**src/rtl/irq_agg_pkg.sv**
```systemverilog
package irq_agg_pkg;

   localparam int LINES = 4;

   // bits needed to hold 0 .. 4*slots
   function automatic int cnt_width(input int slots);
      return $clog2(LINES * slots + 1);
   endfunction

   // slot-based rotation of a pin onto a shared line
   function automatic int route_line(input int slot, input int pin);
      return (pin + slot) % LINES;
   endfunction

endpackage

```
**src/rtl/irq_lvl_tracker.sv**
```systemverilog
module irq_lvl_tracker
   import irq_agg_pkg::*;
#(
   parameter int SLOTS = 8,
   localparam int W = SLOTS * LINES
) (
   input  logic         clk,
   input  logic         rst_n,
   input  logic [W-1:0] pin_lvl,
   input  logic         snap,
   output logic [W-1:0] rise,
   output logic [W-1:0] fall
);

   logic [W-1:0] lvl_q;

   // remembered level always follows the sampled input; snap only hides edges
   always_ff @(posedge clk) begin
      if (!rst_n) lvl_q <= '0;
      else        lvl_q <= pin_lvl;
   end

   for (genvar s = 0; s < SLOTS; s++) begin : g_slot
      localparam int LO = s * LINES;
      assign rise[LO +: LINES] = pin_lvl[LO +: LINES] & ~lvl_q[LO +: LINES] & {LINES{~snap}};
      assign fall[LO +: LINES] = ~pin_lvl[LO +: LINES] & lvl_q[LO +: LINES] & {LINES{~snap}};
   end


   repeat_quiet_chk: assert property (@(posedge clk) disable iff (!rst_n)
      ($past(rst_n) && pin_lvl == $past(pin_lvl)) |-> (rise == '0 && fall == '0));

endmodule

```
**src/rtl/irq_line_router.sv**
```systemverilog
module irq_line_router
   import irq_agg_pkg::*;
#(
   parameter int SLOTS = 8,
   localparam int W   = SLOTS * LINES,
   localparam int UPW = $clog2(SLOTS + 1)
) (
   input  logic [W-1:0]                rise,
   input  logic [W-1:0]                fall,
   output logic [LINES-1:0][UPW-1:0]   up,
   output logic [LINES-1:0][UPW-1:0]   dn
);

   always_comb begin
      up = '0;
      dn = '0;
      for (int s = 0; s < SLOTS; s++) begin
         for (int p = 0; p < LINES; p++) begin
            for (int l = 0; l < LINES; l++) begin
               if (route_line(s, p) == l) begin
                  up[l] = up[l] + UPW'(rise[s*LINES+p]);
                  dn[l] = dn[l] + UPW'(fall[s*LINES+p]);
               end
            end
         end
      end
   end

endmodule

```
**src/rtl/irq_ref_counter.sv**
```systemverilog
module irq_ref_counter #(
   parameter int CW   = 6,
   parameter int UPW  = 4,
   parameter int MAXV = 32
) (
   input  logic           clk,
   input  logic           rst_n,
   input  logic           ld,
   input  logic [CW-1:0]  ld_val,
   input  logic [UPW-1:0] up,
   input  logic [UPW-1:0] dn,
   output logic [CW-1:0]  cnt,
   output logic           active
);

   if (UPW > CW) begin : g_bad_width
      $error("irq_ref_counter: step width exceeds count width");
   end

   logic [CW-1:0] cnt_q;
   logic [CW-1:0] cnt_d;

   always_comb begin
      if (ld) cnt_d = ld_val;
      else    cnt_d = cnt_q + CW'(up) - CW'(dn);
   end

   always_ff @(posedge clk) begin
      if (!rst_n) cnt_q <= '0;
      else        cnt_q <= cnt_d;
   end

   assign cnt    = cnt_q;
   assign active = |cnt_q;


   no_overflow_chk: assert property (@(posedge clk) disable iff (!rst_n)
      cnt_q <= CW'(MAXV));


   restore_load_chk: assert property (@(posedge clk) disable iff (!rst_n)
      ld |=> (cnt_q == $past(ld_val)));


   balance_hold_chk: assert property (@(posedge clk) disable iff (!rst_n)
      (!ld && up == dn) |=> $stable(cnt_q));


   count_up_chk: assert property (@(posedge clk) disable iff (!rst_n)
      (!ld && up > dn) |=> (cnt_q > $past(cnt_q)));


   count_down_chk: assert property (@(posedge clk) disable iff (!rst_n)
      (!ld && dn > up) |=> (cnt_q < $past(cnt_q)));

endmodule

```
**src/rtl/irq_line_aggregator.sv**
```systemverilog
module irq_line_aggregator
   import irq_agg_pkg::*;
#(
   parameter int  NUM_SLOTS = 8,
   localparam int CNT_W = cnt_width(NUM_SLOTS),
   localparam int PIN_W = NUM_SLOTS * LINES
) (
   input  logic                   clk,
   input  logic                   rst_n,
   input  logic [PIN_W-1:0]       pin_lvl,
   input  logic                   restore_en,
   input  logic [LINES*CNT_W-1:0] restore_cnt,
   output logic [LINES-1:0]       line_out,
   output logic [LINES*CNT_W-1:0] cnt_out
);

   localparam int UPW  = $clog2(NUM_SLOTS + 1);
   localparam int MAXV = LINES * NUM_SLOTS;

   if (NUM_SLOTS < 1) begin : g_bad_slots
      $error("irq_line_aggregator: NUM_SLOTS must be at least 1");
   end

   logic [PIN_W-1:0]            rise;
   logic [PIN_W-1:0]            fall;
   logic [LINES-1:0][UPW-1:0]   up;
   logic [LINES-1:0][UPW-1:0]   dn;

   irq_lvl_tracker #(.SLOTS(NUM_SLOTS)) u_track (
      .clk     (clk),
      .rst_n   (rst_n),
      .pin_lvl (pin_lvl),
      .snap    (restore_en),
      .rise    (rise),
      .fall    (fall)
   );

   irq_line_router #(.SLOTS(NUM_SLOTS)) u_route (
      .rise (rise),
      .fall (fall),
      .up   (up),
      .dn   (dn)
   );

   for (genvar l = 0; l < LINES; l++) begin : g_line
      irq_ref_counter #(.CW(CNT_W), .UPW(UPW), .MAXV(MAXV)) u_cnt (
         .clk    (clk),
         .rst_n  (rst_n),
         .ld     (restore_en),
         .ld_val (restore_cnt[l*CNT_W +: CNT_W]),
         .up     (up[l]),
         .dn     (dn[l]),
         .cnt    (cnt_out[l*CNT_W +: CNT_W]),
         .active (line_out[l])
      );
   end


   quiet_pins_chk: assert property (@(posedge clk) disable iff (!rst_n)
      ($past(rst_n) && !restore_en && pin_lvl == $past(pin_lvl)) |=> $stable(cnt_out));


   line_level_chk: assert property (@(posedge clk) disable iff (!rst_n)
      $rose(line_out[0]) |-> (cnt_out[0 +: CNT_W] != '0));

endmodule

```
**config.mk**
```make
export PLATFORM = sky130hd
export DESIGN_NAME = irq_line_aggregator
export DESIGN_NICKNAME = d
export VERILOG_FILES = /design/src/rtl/irq_agg_pkg.sv /design/src/rtl/irq_lvl_tracker.sv /design/src/rtl/irq_line_router.sv /design/src/rtl/irq_ref_counter.sv /design/src/rtl/irq_line_aggregator.sv
export SDC_FILE = /design/constraint.sdc
export NUM_CORES = 1
export LEC_CHECK = 0
export BUFFER_PORTS_ARGS = -buffer_cell sky130_fd_sc_hd__buf_4
export CORE_MARGIN = 5
export CORE_UTILIZATION = 23
export DETAILED_ROUTE_END_ITERATION = 8
export PLACE_DENSITY = 0.47
export SETUP_SLACK_MARGIN = 0.4
export SYNTH_ARGS = -nofsm -noshare
export SYNTH_HDL_FRONTEND = slang
export SYNTH_SLANG_ARGS = --single-unit
```
**constraint.sdc**
```tcl
create_clock -name clk -period 15.31 [get_ports clk]
set_input_delay 2.2965 -clock clk [delete_from_list [all_inputs] [get_ports clk]]
set_output_delay 2.2965 -clock clk [all_outputs]
set_load 0.02 [all_outputs]
```
# ---- Word-level counts from Yosys, hierarchy flattened
# Index checks and enable logic that the tools add are counted.
dict set report totals {
  ff_bits 56
}
dict set report classes {
  addsub 64
  mux 4
  bitwise_logic 49
  reduce_logical 4
}
# operator n
set ops {}
lappend ops {{adder 4 x 1 -> 4 bit} 48}
lappend ops {{bitwise AND 4 bit} 32}
lappend ops {{inverter 4 bit} 16}
lappend ops {{adder 6 x 4 -> 6 bit} 4}
lappend ops {{two-way mux 6 bit} 4}
lappend ops {{OR reduction 6 bit} 4}
lappend ops {{subtractor 6 x 4 -> 6 bit} 4}
lappend ops {{adder 1 x 1 -> 2 bit} 8}
lappend ops {{inverter 1 bit} 1}

# ---- Depth between registers and ports, before layout
dict set report depth {
  word_depth 13
  mapped_depth 20
  depth_no_buf 17
}

# ---- Hierarchy
# Synthesis repeated with hierarchy kept, for this count alone.
dict set report hier_totals {
  cells_unflattened 577
  hier_area_um2 5499.0
}
# mod n_inst cells_per_inst area_each_um2 seq_area_each_um2
set modules_own_cells {}
lappend modules_own_cells {irq_lvl_tracker 1 138 1764.2 640.6}
lappend modules_own_cells {irq_line_router 1 171 1442.6 0.0}
lappend modules_own_cells {{irq_ref_counter (g_line[0].u_cnt ...)} 2 67 575.6 120.1}
lappend modules_own_cells {{irq_ref_counter (g_line[2].u_cnt ...)} 2 67 570.5 120.1}

# ---- Least setup slack after synthesis
# No wires, ideal clock.
dict set report synth_path {
  kind {input -> register}
  from {in restore_en}
  to {reg g_line[3].u_cnt.cnt_q[4]}
  setup_ps 73
  arrival_time_ps 6656
  t_required_ps 15237
  setup_slack_ps 8580
  cell_stages 18
  path_buffers 3
  path_cell_list {buf_4 buf_6 buf_2 nor3b_1 ha_1 inv_1 fa_1 inv_1 fa_1 inv_1 fa_1 fa_1 fa_1 inv_1 fa_1 nand2b_1 a211o_1 o211ai_2}
}
dict set report synth_between {
  elab_chain_len 12
  elab_cells_between_ends 34
  cone_classes {add/sub (16); mux (1); bitwise (17)}
}
# item line_no
set synth_rtl {}
lappend synth_rtl {{start, declared} irq_line_aggregator.sv:11} ;# input logic restore_en,
lappend synth_rtl {{inverter 1 bit} {irq_lvl_tracker.sv:25, irq_lvl_tracker.sv:26}}
lappend synth_rtl {{bitwise AND 4 bit} irq_lvl_tracker.sv:25} ;# assign rise[LO +: LINES] = pin_lvl[LO +: LINES] & ~lvl_q[LO +: LINES] & {LINES{~snap}};
lappend synth_rtl {{adder 1 x 1 -> 2 bit} irq_line_router.sv:21} ;# up[l] = up[l] + UPW'(rise[s*LINES+p]);
lappend synth_rtl {{adder 4 x 1 -> 4 bit (6 in a row)} irq_line_router.sv:21}
lappend synth_rtl {{adder 6 x 4 -> 6 bit} irq_ref_counter.sv:25} ;# else cnt_d = cnt_q + CW'(up) - CW'(dn);
lappend synth_rtl {{subtractor 6 x 4 -> 6 bit} irq_ref_counter.sv:25}
lappend synth_rtl {{two-way mux 6 bit *} irq_ref_counter.sv:24} ;# if (ld) cnt_d = ld_val;
lappend synth_rtl {{end signal, assigned} irq_ref_counter.sv:30} ;# else cnt_q <= cnt_d;
lappend synth_rtl {{end, declared} irq_ref_counter.sv:20} ;# logic [CW-1:0] cnt_q;
# Every way passes the cells marked *; elsewhere a longest branch is shown, timed or not.
# A chain may end at the register's enable or synchronous reset.

# ---- Worst setup path in the final report
dict set report layout_path {
  from {in restore_en}
  to {reg g_line[1].u_cnt.cnt_q[5]}
}
dict set report layout_between {
  elab_chain_len 12
  elab_cells_between_ends 34
  cone_classes {add/sub (16); mux (1); bitwise (17)}
}
# item line_no
set layout_rtl {}
lappend layout_rtl {{inverter 1 bit} {irq_lvl_tracker.sv:25, irq_lvl_tracker.sv:26}}
lappend layout_rtl {{bitwise AND 4 bit} irq_lvl_tracker.sv:25}
lappend layout_rtl {{adder 1 x 1 -> 2 bit} irq_line_router.sv:21}
lappend layout_rtl {{adder 4 x 1 -> 4 bit (6 in a row)} irq_line_router.sv:21}
lappend layout_rtl {{adder 6 x 4 -> 6 bit} irq_ref_counter.sv:25}
lappend layout_rtl {{subtractor 6 x 4 -> 6 bit} irq_ref_counter.sv:25}
lappend layout_rtl {{two-way mux 6 bit *} irq_ref_counter.sv:24}
lappend layout_rtl {{end signal, assigned} irq_ref_counter.sv:30}
lappend layout_rtl {{end, declared} irq_ref_counter.sv:20}
# Marked as above.

==> impl_metrics.ini <==
[final_layout]
antenna_cells = 0
final_area_um2 = 5834
fin_cells = 867
multi_input_area_um2 = 3291
utilization_pct = 28.02
layout_commonest_cell = buf_4
layout-drive-gt1-share_pct = 17.23
area_growth_pct = 20.87
fillers = 2254
fin_nets = 750
mostFrequentLayoutCells = buf_4 (87), inv_1 (75), dfxtp_1 (56)
seq_area_um2 = 1121

[global_route]
grt_pass1_wl_um = 19760
overflow = 0
grtUsageTotal_pct = 10.15
grt_antenna_before_repair = 0
grt_pass1_vias = 3963
grt_max_degree = 73

[setup_path]
criticalPathCategory = in -> reg
critical_path.max_stage_delay_ns = 0.55
crit_top_cell = fa_1
critPathSlowestCell = buf_4
cp.arrival_ns = 7.38
critPathCaptureType = register
cp_cell_sequence = buf_4, buf_4, nor3b_1, ha_1, inv_1, fa_1, inv_1, fa_1, inv_1, fa_1, fa_1, fa_1, ha_1, a211oi_1, o2111a_1, nor3_1
crit_required_ns = 15.51
crit_fanout = 56
crit_path_start_kind = input port

[synth]
synth_warnings = 0
synth_fp_nets = 680
netlist_area_um2 = 4827
seq_area_frac_synth_pct = 23.22
synthCells = 521
synth.avg_cell_area_um2 = 9.265
ys_ff_latch = 56
yosysUniqueCellTypes = 35

[floorplan]
fp.dieW_um = 154.9
die_y_um = 154.9
start_util_pct = 23.18
io_pins = 87
dieArea_um2 = 23980
core_um2 = 20820
rows = 53

[clock_tree]
clkLatencyLatePin_ns = 0.31
clk_pin_slew_ns = 0.08
cts_htree_levels = 2
ctsHoldBuffers = 0
cts_tree = yes
cts.sinks = 56
cts-resized-gates = 0
post_cts_buffers = 0
root_buffer = clkbuf_16
clockBufferDepth = 2
cts_buffers = 5

[outcome]
status = completed

[placed_design]
place_area_um2 = 5690
dp_hpwl_um = 9527
post-place-ws_ns = 7.758
place_congestion = 0.7948
place_inst = 859
numPortBuffers = 86

[route]
drtIter0Drc = 150
wl_per_cell_um = 13.69
routed_wl_um = 11870
antenna_left = 0
vias = 3661
drtPass1Iterations = 4
post-route-drc-count = 0
vias_per_cell = 4.223

[pwr]
vdd_drop_max_v = 0.00004153
p_leak_nw = 2.610
power_mw = 0.7992
p_per_area_nw_per_um2 = 137.0

[sta]
setup_tns_ns = 0
period_needed_ns = 7.187
setup_ws_ns = 8.123
slew_headroom_pct = 41.80
fin_crit_sh_pct = 46.94
grt_setup_unrepaired = false
worst_pin_slew_ns = 0.8721
whs_ns = 0.6957
drv_slew = 0
fin_skew_ns = 0.008129
finalHoldViolCount = 0
setup_viol = 0
fmax_mhz = 139.1

[hold_path]
hold_class = reg -> reg

[run]
drv_cap = 0
## path summary, 6_finish.rpt
path / startpoint / endpoint / slack, ns / cells after the start
min: g_line[2].u_cnt.cnt[0]$_SDFF_PN0_ / g_line[2].u_cnt.cnt[0]$_SDFF_PN0_ / 0.70 / 3
max reg2reg: u_track.lvl_q[2]$_SDFF_PN0_ / g_line[2].u_cnt.cnt[5]$_SDFF_PN0_ / 10.67 / 14
min reg2reg: g_line[2].u_cnt.cnt[0]$_SDFF_PN0_ / g_line[2].u_cnt.cnt[0]$_SDFF_PN0_ / 0.70 / 3
max: restore_en / g_line[1].u_cnt.cnt[5]$_SDFF_PN0_ / 8.12 / 16
## registers in the layout (all words and copies together) (netlist names)
signal            flops
u_track.lvl_q        32
g_line.u_cnt.cnt     24
## per-layer routing
metal	up-vias	part of all wire [%]	wire length (um)	GRT usage [%]
met5	-	0	0	0
met4	0	1.4	167	2.313
met3	8	4.4	521	2.809
met2	52	48	5754	17.85
met1	1743	46	5424	12.35
li1	1858	-	-	-
## cell families after synthesis
logic type	Yosys count	share of synthesized area [%]
simple gates	194	23.07
fa+ha+maj	100	33.39
buf+inv	99	8.605
compound gates	56	8.709
flops	56	23.22
xor+xnor	12	2.177
mux	4	0.8295
## critical path: cells and delay by family
kind / cells / cell delay (ns)
buffers and inverters: 5 / 1.06
and+or+nand+nor: 2 / 0.18
adders and majority gates: 7 / 3.08
AOI/OAI and AO/OA: 2 / 0.71
## cell type report
type	count	share of cell area, %
multi-input combinational	366	56.40
tap	275	5.897
timing repair buffer	87	11.19
inverter	75	4.825
sequential	56	19.22
clock inverter	3	0.3217
clock buffer	5	2.145
## synth_stat cells
| cell type | instances | area share, % |
|---|---|---|
| o221ai_1 | 4 | 0.73 |
| fa_1 | 48 | 20 |
| nor2b_1 | 12 | 1.6 |
| o211ai_1 | 4 | 0.62 |
| a211oi_1 | 3 | 0.47 |
| a21oi_1 | 12 | 1.2 |
| nand3_1 | 18 | 1.9 |
| o211ai_2 | 4 | 1.0 |
| nand2_1 | 26 | 2.0 |
| or3_1 | 6 | 0.78 |
| inv_1 | 75 | 5.8 |
| nor3b_1 | 40 | 6.2 |
| clkbuf_1 | 6 | 0.47 |
| nand3b_1 | 2 | 0.31 |
| o2111ai_1 | 4 | 0.73 |
| nor3_1 | 8 | 0.83 |
| xor2_1 | 12 | 2.2 |
| nor4_1 | 4 | 0.52 |
| dfxtp_1 | 56 | 23 |
| a211o_1 | 4 | 0.73 |
| ha_1 | 52 | 13 |
| o2111a_1 | 4 | 0.93 |
| o311ai_1 | 4 | 0.73 |
| and2_1 | 40 | 5.2 |
| a211oi_2 | 1 | 0.26 |
| or2_1 | 2 | 0.26 |
| or2_2 | 2 | 0.26 |
| or3b_1 | 4 | 0.73 |
| mux2i_1 | 4 | 0.83 |
| buf_6 | 1 | 0.23 |
| nand2b_1 | 4 | 0.52 |
| buf_2 | 11 | 1.1 |
| o21ai_0 | 12 | 1.2 |
| buf_4 | 6 | 0.93 |
| nor2_1 | 26 | 2.0 |
## where the power goes
| group | internal, mW | leakage, nW | switching (mW) |
|---|---|---|---|
| logic | 0.209 | 2.07 | 0.264 |
| registers | 0.177 | 0.467 | 0.0284 |
| clock network | 0.0608 | 0.0736 | 0.0611 |
Power figures use the tool's default switching activity.
